--- src/rtl/iret_pkg.sv ---
package iret_pkg;
  localparam int SEL_W  = 16;
  localparam int TYPE_W = 4;
  localparam logic [TYPE_W-1:0] TYPE_BUSY_TSS16 = 4'h3;
  localparam logic [TYPE_W-1:0] TYPE_BUSY_TSS32 = 4'hB;

  typedef enum logic [1:0] {
    FLT_NONE = 2'b00,
    FLT_GP   = 2'b01,
    FLT_TS   = 2'b10,
    FLT_NP   = 2'b11
  } fault_e;

  typedef enum logic [1:0] {
    RET_NONE  = 2'b00,
    RET_SAME  = 2'b01,
    RET_OUTER = 2'b10,
    RET_TASK  = 2'b11
  } path_e;

  typedef enum logic [2:0] {
    ST_IDLE,
    ST_EVAL,
    ST_LINK,
    ST_CODE,
    ST_STACK
  } state_e;

  function automatic logic [SEL_W-1:0] sel_mask(input logic [SEL_W-1:0] s);
    return {s[SEL_W-1:2], 2'b00};
  endfunction
endpackage

--- src/rtl/iret_sel_check.sv ---
module iret_sel_check
  import iret_pkg::*;
(
  input  logic [SEL_W-1:0] cs_sel,
  input  logic [SEL_W-1:0] ss_sel,
  input  logic [SEL_W-1:0] link_sel,
  input  logic [1:0]       cpl,
  output logic             cs_null,
  output logic             ss_null,
  output logic             link_ti,
  output logic             cs_rpl_low,
  output logic             cs_rpl_same,
  output logic             ss_rpl_diff
);
  localparam int TI_BIT = 2;

  always_comb begin
    cs_null     = (cs_sel[SEL_W-1:2] == '0);
    ss_null     = (ss_sel[SEL_W-1:2] == '0);
    link_ti     = link_sel[TI_BIT];
    cs_rpl_low  = (cs_sel[1:0] < cpl);
    cs_rpl_same = (cs_sel[1:0] == cpl);
    ss_rpl_diff = (ss_sel[1:0] != cs_sel[1:0]);
  end
endmodule

--- src/rtl/iret_desc_check.sv ---
module iret_desc_check
  import iret_pkg::*;
(
  input  logic              is_link,
  input  logic [TYPE_W-1:0] d_type,
  input  logic              d_s,
  input  logic [1:0]        d_dpl,
  input  logic              d_present,
  input  logic [1:0]        want_dpl,
  output fault_e            verdict
);
  logic link_type_ok;
  logic stack_type_ok;

  always_comb begin
    link_type_ok  = !d_s && ((d_type == TYPE_BUSY_TSS16) || (d_type == TYPE_BUSY_TSS32));
    stack_type_ok = d_s && !d_type[3] && d_type[1];
    verdict = FLT_NONE;
    if (is_link) begin
      if (!link_type_ok)   verdict = FLT_TS;
      else if (!d_present) verdict = FLT_NP;
    end else begin
      if (!stack_type_ok)          verdict = FLT_GP;
      else if (d_dpl != want_dpl)  verdict = FLT_GP;
      else if (!d_present)         verdict = FLT_NP;
    end
  end
endmodule

--- src/rtl/iret_priv_check.sv ---
module iret_priv_check
  import iret_pkg::*;
(
  input  logic              clk,
  input  logic              rst_n,
  input  logic              start,
  input  logic              long_mode,
  input  logic              nested,
  input  logic [1:0]        cpl,
  input  logic [15:0]       cs_sel,
  input  logic [15:0]       ss_sel,
  input  logic [15:0]       link_sel,
  input  logic              desc_valid,
  input  logic [3:0]        desc_type,
  input  logic              desc_s,
  input  logic [1:0]        desc_dpl,
  input  logic              desc_present,
  input  logic              desc_long,
  output logic              desc_ready,
  output logic [15:0]       desc_sel,
  output logic              done,
  output logic [1:0]        fault,
  output logic [15:0]       err_code,
  output logic [1:0]        path
);
  state_e           st_q, st_n;
  logic             lm_q, lm_n, nt_q, nt_n;
  logic [1:0]       cpl_q, cpl_n;
  logic [SEL_W-1:0] cs_q, cs_n, ss_q, ss_n, lk_q, lk_n;
  logic             done_q, done_n;
  fault_e           flt_q, flt_n;
  path_e            path_q, path_n;
  logic [SEL_W-1:0] code_q, code_n;
  logic             cap_en, busy;

  logic   cs_null, ss_null, link_ti, cs_rpl_low, cs_rpl_same, ss_rpl_diff;
  fault_e dverdict;

  iret_sel_check u_sel (
    .cs_sel(cs_q), .ss_sel(ss_q), .link_sel(lk_q), .cpl(cpl_q),
    .cs_null(cs_null), .ss_null(ss_null), .link_ti(link_ti),
    .cs_rpl_low(cs_rpl_low), .cs_rpl_same(cs_rpl_same), .ss_rpl_diff(ss_rpl_diff)
  );

  iret_desc_check u_desc (
    .is_link(st_q == ST_LINK), .d_type(desc_type), .d_s(desc_s), .d_dpl(desc_dpl),
    .d_present(desc_present), .want_dpl(cs_q[1:0]), .verdict(dverdict)
  );

  assign busy   = (st_q != ST_IDLE);
  assign cap_en = start && !busy;

  always_comb begin
    st_n   = st_q;
    done_n = done_q;
    flt_n  = flt_q;
    path_n = path_q;
    code_n = code_q;
    lm_n   = lm_q;
    nt_n   = nt_q;
    cpl_n  = cpl_q;
    cs_n   = cs_q;
    ss_n   = ss_q;
    lk_n   = lk_q;
    unique case (st_q)
      ST_IDLE: if (cap_en) begin
        lm_n = long_mode; nt_n = nested; cpl_n = cpl;
        cs_n = cs_sel; ss_n = ss_sel; lk_n = link_sel;
        done_n = 1'b0; flt_n = FLT_NONE; path_n = RET_NONE; code_n = '0;
        st_n = ST_EVAL;
      end
      ST_EVAL: begin
        if (nt_q) begin
          if (lm_q) begin
            flt_n = FLT_GP; code_n = '0; done_n = 1'b1; st_n = ST_IDLE;
          end else if (link_ti) begin
            flt_n = FLT_TS; code_n = sel_mask(lk_q); done_n = 1'b1; st_n = ST_IDLE;
          end else begin
            st_n = ST_LINK;
          end
        end else if (cs_null) begin
          flt_n = FLT_GP; code_n = '0; done_n = 1'b1; st_n = ST_IDLE;
        end else begin
          st_n = ST_CODE;
        end
      end
      ST_LINK: if (desc_valid) begin
        done_n = 1'b1; st_n = ST_IDLE;
        if (dverdict != FLT_NONE) begin
          flt_n = dverdict; code_n = sel_mask(lk_q);
        end else begin
          path_n = RET_TASK;
        end
      end
      ST_CODE: if (desc_valid) begin
        done_n = 1'b1; st_n = ST_IDLE;
        if (cs_rpl_low) begin
          flt_n = FLT_GP; code_n = sel_mask(cs_q);
        end else if (cs_rpl_same) begin
          path_n = RET_SAME;
        end else if (ss_null) begin
          if (lm_q && desc_long && (cs_q[1:0] != 2'd3)) path_n = RET_OUTER;
          else begin flt_n = FLT_GP; code_n = '0; end
        end else if (ss_rpl_diff) begin
          flt_n = FLT_GP; code_n = sel_mask(ss_q);
        end else begin
          done_n = 1'b0; st_n = ST_STACK;
        end
      end
      ST_STACK: if (desc_valid) begin
        done_n = 1'b1; st_n = ST_IDLE;
        if (dverdict != FLT_NONE) begin
          flt_n = dverdict; code_n = sel_mask(ss_q);
        end else begin
          path_n = RET_OUTER;
        end
      end
      default: st_n = ST_IDLE;
    endcase
  end

  always_ff @(posedge clk or negedge rst_n) begin
    if (!rst_n) begin
      st_q   <= ST_IDLE;
      done_q <= 1'b0;
      flt_q  <= FLT_NONE;
      path_q <= RET_NONE;
      code_q <= '0;
      lm_q   <= 1'b0;
      nt_q   <= 1'b0;
      cpl_q  <= '0;
      cs_q   <= '0;
      ss_q   <= '0;
      lk_q   <= '0;
    end else begin
      st_q   <= st_n;
      done_q <= done_n;
      flt_q  <= flt_n;
      path_q <= path_n;
      code_q <= code_n;
      if (cap_en) begin
        lm_q  <= lm_n;
        nt_q  <= nt_n;
        cpl_q <= cpl_n;
        cs_q  <= cs_n;
        ss_q  <= ss_n;
        lk_q  <= lk_n;
      end
    end
  end

  always_comb begin
    desc_ready = (st_q == ST_LINK) || (st_q == ST_CODE) || (st_q == ST_STACK);
    unique case (st_q)
      ST_LINK:  desc_sel = lk_q;
      ST_CODE:  desc_sel = cs_q;
      ST_STACK: desc_sel = ss_q;
      default:  desc_sel = '0;
    endcase
  end

  assign done     = done_q;
  assign fault    = flt_q;
  assign err_code = code_q;
  assign path     = path_q;

  AST_READY_NOT_DONE: assert property (@(posedge clk) disable iff (!rst_n)
    desc_ready |-> !done);
  AST_RESULT_HELD: assert property (@(posedge clk) disable iff (!rst_n)
    (done && !start) |=> (done && $stable(fault) && $stable(err_code) && $stable(path)));
  AST_CODE_MASKED: assert property (@(posedge clk) disable iff (!rst_n)
    done |-> (err_code[1:0] == 2'b00));
  AST_ONE_OUTCOME: assert property (@(posedge clk) disable iff (!rst_n)
    done |-> ((fault != 2'b00) != (path != 2'b00)));
  AST_LONG_NESTED_GP: assert property (@(posedge clk) disable iff (!rst_n)
    (start && !busy && nested && long_mode) |-> ##2 (done && fault == 2'b01 && err_code == 16'h0));
  AST_NULL_CODE_GP: assert property (@(posedge clk) disable iff (!rst_n)
    (start && !busy && !nested && cs_sel[15:2] == 14'h0) |-> ##2 (done && fault == 2'b01 && err_code == 16'h0));
  AST_BUSY_IGNORES_START: assert property (@(posedge clk) disable iff (!rst_n)
    (busy && start) |=> !done || (st_q == ST_IDLE));
endmodule

--- config.mk ---
export PLATFORM = sky130hd
export DESIGN_NAME = iret_priv_check
export DESIGN_NICKNAME = d
export VERILOG_FILES = /design/src/rtl/iret_pkg.sv /design/src/rtl/iret_sel_check.sv /design/src/rtl/iret_desc_check.sv /design/src/rtl/iret_priv_check.sv
export SDC_FILE = /design/constraint.sdc
export NUM_CORES = 1
export LEC_CHECK = 0
export ABC_CLOCK_PERIOD_IN_PS = 4400
export BUFFER_PORTS_ARGS = -buffer_cell sky130_fd_sc_hd__clkbuf_2
export CORE_MARGIN = 8
export CORE_UTILIZATION = 57
export CTS_CLUSTER_DIAMETER = 100
export DETAILED_ROUTE_END_ITERATION = 12
export HOLD_SLACK_MARGIN = 0.1
export PLACE_DENSITY = 0.86
export SYNTH_ARGS = -nofsm -noshare
export SYNTH_HDL_FRONTEND = slang
export SYNTH_SLANG_ARGS = --single-unit
export TNS_END_PERCENT = 20
--- constraint.sdc ---
create_clock -name clk -period 4.4 [get_ports clk]
set_input_delay 0.22 -clock clk [delete_from_list [all_inputs] [get_ports clk]]
set_output_delay 0.22 -clock clk [all_outputs]
set_load 0.01 [all_outputs]
==> results.md <==
* # DRC at 0
* Dpl hpwl at 7167 um
* Total iterations of the first detailed-routing run at 6
* Via Count at 3146
* Yosys top cell by area: dfrtp_1
* Fin crit period at 3128 ps
* EDFF count, synth at 0
* # rows at 29
* Avg Cell Area, Syn at 11.22 um2
* DRT iter0 DRCs at 286
* Max_slew headroom at 0.2354
* Mean routed wirelength per cell at 19.50 um
* Max Cap Violations at 0
* DIE WIDTH at 97.69 um
* Min-delay worst type: in -> reg
* Detail Route Antenna Nets at 0
* Clock sink count at 74
* H-tree levels at 3
* Root Driver: clkbuf_8
* Deepest clock path buffer count at 2
* Final cell count without fillers at 517
* Worst skew pair latency at 350 ps
* IO Pins at 103
* DP Cell Count at 497
* Die height at 97.69 um
* CTS Buf Count at 9
* PortBufs at 100
* Fmax at 319.7 MHz
* Number of global-route vias before repair at 3339
* Vias per Instance at 6.085
* Max VDD drop at 0.0003850 V
* Comb pwr share at 0.435
* # setup viols final at 0
* Library cells used by synthesis at 46
* Clk network pwr share at 0.174
* Clk_skew at 6.433 ps
* Synth Register Bits at 74
* CTS tree: done
* Worst Setup End Kind: output pin
* DRT Wirelength at 10080 um
* Total power at 3.449 mW
* Ranking of synthesized cells by area: dfrtp_1 49%, mux2_2 15%, mux2i_1 7.6%
* Net Sw Frac at 0.3875
* P_leak at 2.172 nW
* Final Wtd Congestion at 0.9310
* PnR worst setup slack at 1272 ps
* Worst-path clk slew at 70 ps
* Share of cells above drive strength 1 at 0.3955
* Largest net degree at the start of global routing at 75
* Crit-path cells: buf_4 > nand2b_1 > nor2_1 > nand2_1 > o21ai_0 > clkbuf_2
* Nature of the critical path startpoint: flop
* Ys async rst share at 1.000
* Ant. Diodes at 0
* Place WS at 1613 ps
* Overall routing resource usage at 0.2121
* Worst-Margin Slew at 1143 ps
* First-pass GRT wire length at 16490 um
* R2r setup slk at 1520 ps
* Total number of yosys warnings at 0
* Antenna violations before repair at 0
* Gr ovfl total at 0
* Final #Nets at 504
* Post-Synthesis Cells at 339
* Sum Neg Setup Slack at 0 ps
* Core ar. at 0.006386 mm2
* Mapped cell area at 0.003804 mm2
* Crit Path Class: reg -> out
* Unrepaired setup endpoints after global routing: no
* Post-CTS Resized at 0
* Worst path max stage delay at 870 ps
* Slew Limit Fails at 0
* Post-CTS setup buffer count at 0
* Seq pwr share at 0.391
* Main flop type after synthesis: dfrtp_1
* Run status: finished clean
* Seq/Total Area, Yosys at 0.4868
* Data arrival, critical path at 2910 ps
* Worst EP required at 4180 ps
* Worst Path Max Fanout at 24
* Sw Pwr at 1.336 mW
* CP max stage cell: nor2_1
* Final Hold Viols at 0
* Top cell type's share of synthesized area at 0.4868
* Area delta synth->final at 20.79%
* Count leader, synth: dfrtp_1
* Die footprint at 0.009543 mm2
* Top post-synthesis cells by count: 74 x dfrtp_1, 51 x mux2_2, 29 x mux2i_1
* Tcrit/Tclk final at 0.7108
* Power per cell area at 750.6 mW/mm2
* Internal power at 2.112 mW
* Initial Util at 0.5956
[layer usage]
layer	routed length (um)	GRT usage
met1	4105	0.2549
met2	5009	0.3564
met3	788	0.05050
met4	176	0.08275
met5	0	0
[worst max-delay path: cells and delay by family (launching register included)]
family | cells | cell delay, ps
AND/OR/NAND/NOR | 3 | 1200
flip-flops | 1 | 640
buffers and inverters | 2 | 540
AO/OA/AOI/OAI | 1 | 160
[area by class of cell]
| type | count | area, um2 |
|---|---|---|
| multi-input combinational | 223 | 1760 |
| tap | 77 | 96.34 |
| inverter | 20 | 75.07 |
| fill | 464 | 1792 |
| timing repair buffer | 109 | 585.6 |
| clock inverter | 2 | 60.06 |
| sequential | 74 | 1852 |
| clock buffer | 12 | 165.2 |
[power by group through the flow]
stage / Sequential (mW) / Combinational, mW / Clock, mW
after global routing: 1.39 / 1.64 / 0.632
after floorplan: 1.23 / 1.17 / 0
after global placement: 1.33 / 1.43 / 0
after detailed placement: 1.34 / 1.48 / 0
final: 1.35 / 1.50 / 0.600
after CTS: 1.34 / 1.50 / 0.604
[final timing paths]
| check | cells after the start | to | startpoint |
|---|---|---|---|
| hold / removal | 2 | cs_q[6] | cs_sel[6] |
| max in group asynchronous | 2 | err_code[2] | rst_n |
| min in group asynchronous | 2 | done | rst_n |
| setup reg to reg | 6 | path[1] | st_q[0] |
| hold reg to reg | 1 | fault[1] | fault[1] |
| setup / recovery | 6 | desc_sel[13] | st_q[0] |
[layout by cell type, fill, tap and decap left out, types with 2 or more instances in the layout]
cell type | netlist | layout
a222oi_1 | 13 | 13
dlygate4sd3_1 | 0 | 6
or2b_1 | 2 | 2
nand2b_1 | 3 | 3
dfrtp_1 | 74 | 74
nand4_1 | 5 | 5
conb_1 | 1 | 2
buf_4 | 2 | 4
mux2i_1 | 29 | 29
clkbuf_2 | 0 | 99
nor2b_1 | 4 | 4
inv_1 | 20 | 20
bufinv_16 | 0 | 2
mux2_2 | 51 | 51
and3_1 | 3 | 3
mux2_4 | 3 | 3
o21ai_0 | 24 | 24
o211ai_1 | 2 | 2
ha_1 | 2 | 2
nor3b_1 | 2 | 2
nor4_1 | 6 | 6
nand2_1 | 28 | 28
a21oi_1 | 7 | 7
nand3_1 | 4 | 4
xnor2_1 | 3 | 3
clkbuf_8 | 0 | 12
nor2_1 | 11 | 11
[flip-flops by register name (all words and copies together), names as in the netlist, 2 cells and up]
| name | flops |
|---|---|
| ss_q | 16 |
| path | 2 |
| cpl_q | 2 |
| cs_q | 16 |
| st_q | 3 |
| fault | 2 |
| err_code | 14 |
| lk_q | 16 |
[stage by stage]
step	hold slack, ps	instance area, um2	utilization
finish	104.0	4594	0.7194
CTS	100.2	4594	0.7194
detailed placement	406.0	4309	0.6748
global route	100.2	4594	0.7194
floorplan	-75.59	3807	-
global placement	401.2	4309	0.6748
[timing repair]
item | in CTS | in global routing
hold buffers | 6 | 0
endpoints found under the setup margin | 0 | 0
endpoints found under the hold margin | 79 | 0
[cell families after synthesis]
family          Yosys count  share of synthesized area
mux                      83                     0.2391
compound gates           58                     0.1049
buf+inv                  43                    0.05296
simple gates             74                    0.09934
xor+xnor                  4                   0.009212
other cells               1                  0.0009859
fa+ha+maj                 2                   0.006578
flops                    74                     0.4868
No activity file was read; power rests on OpenSTA's default activity.
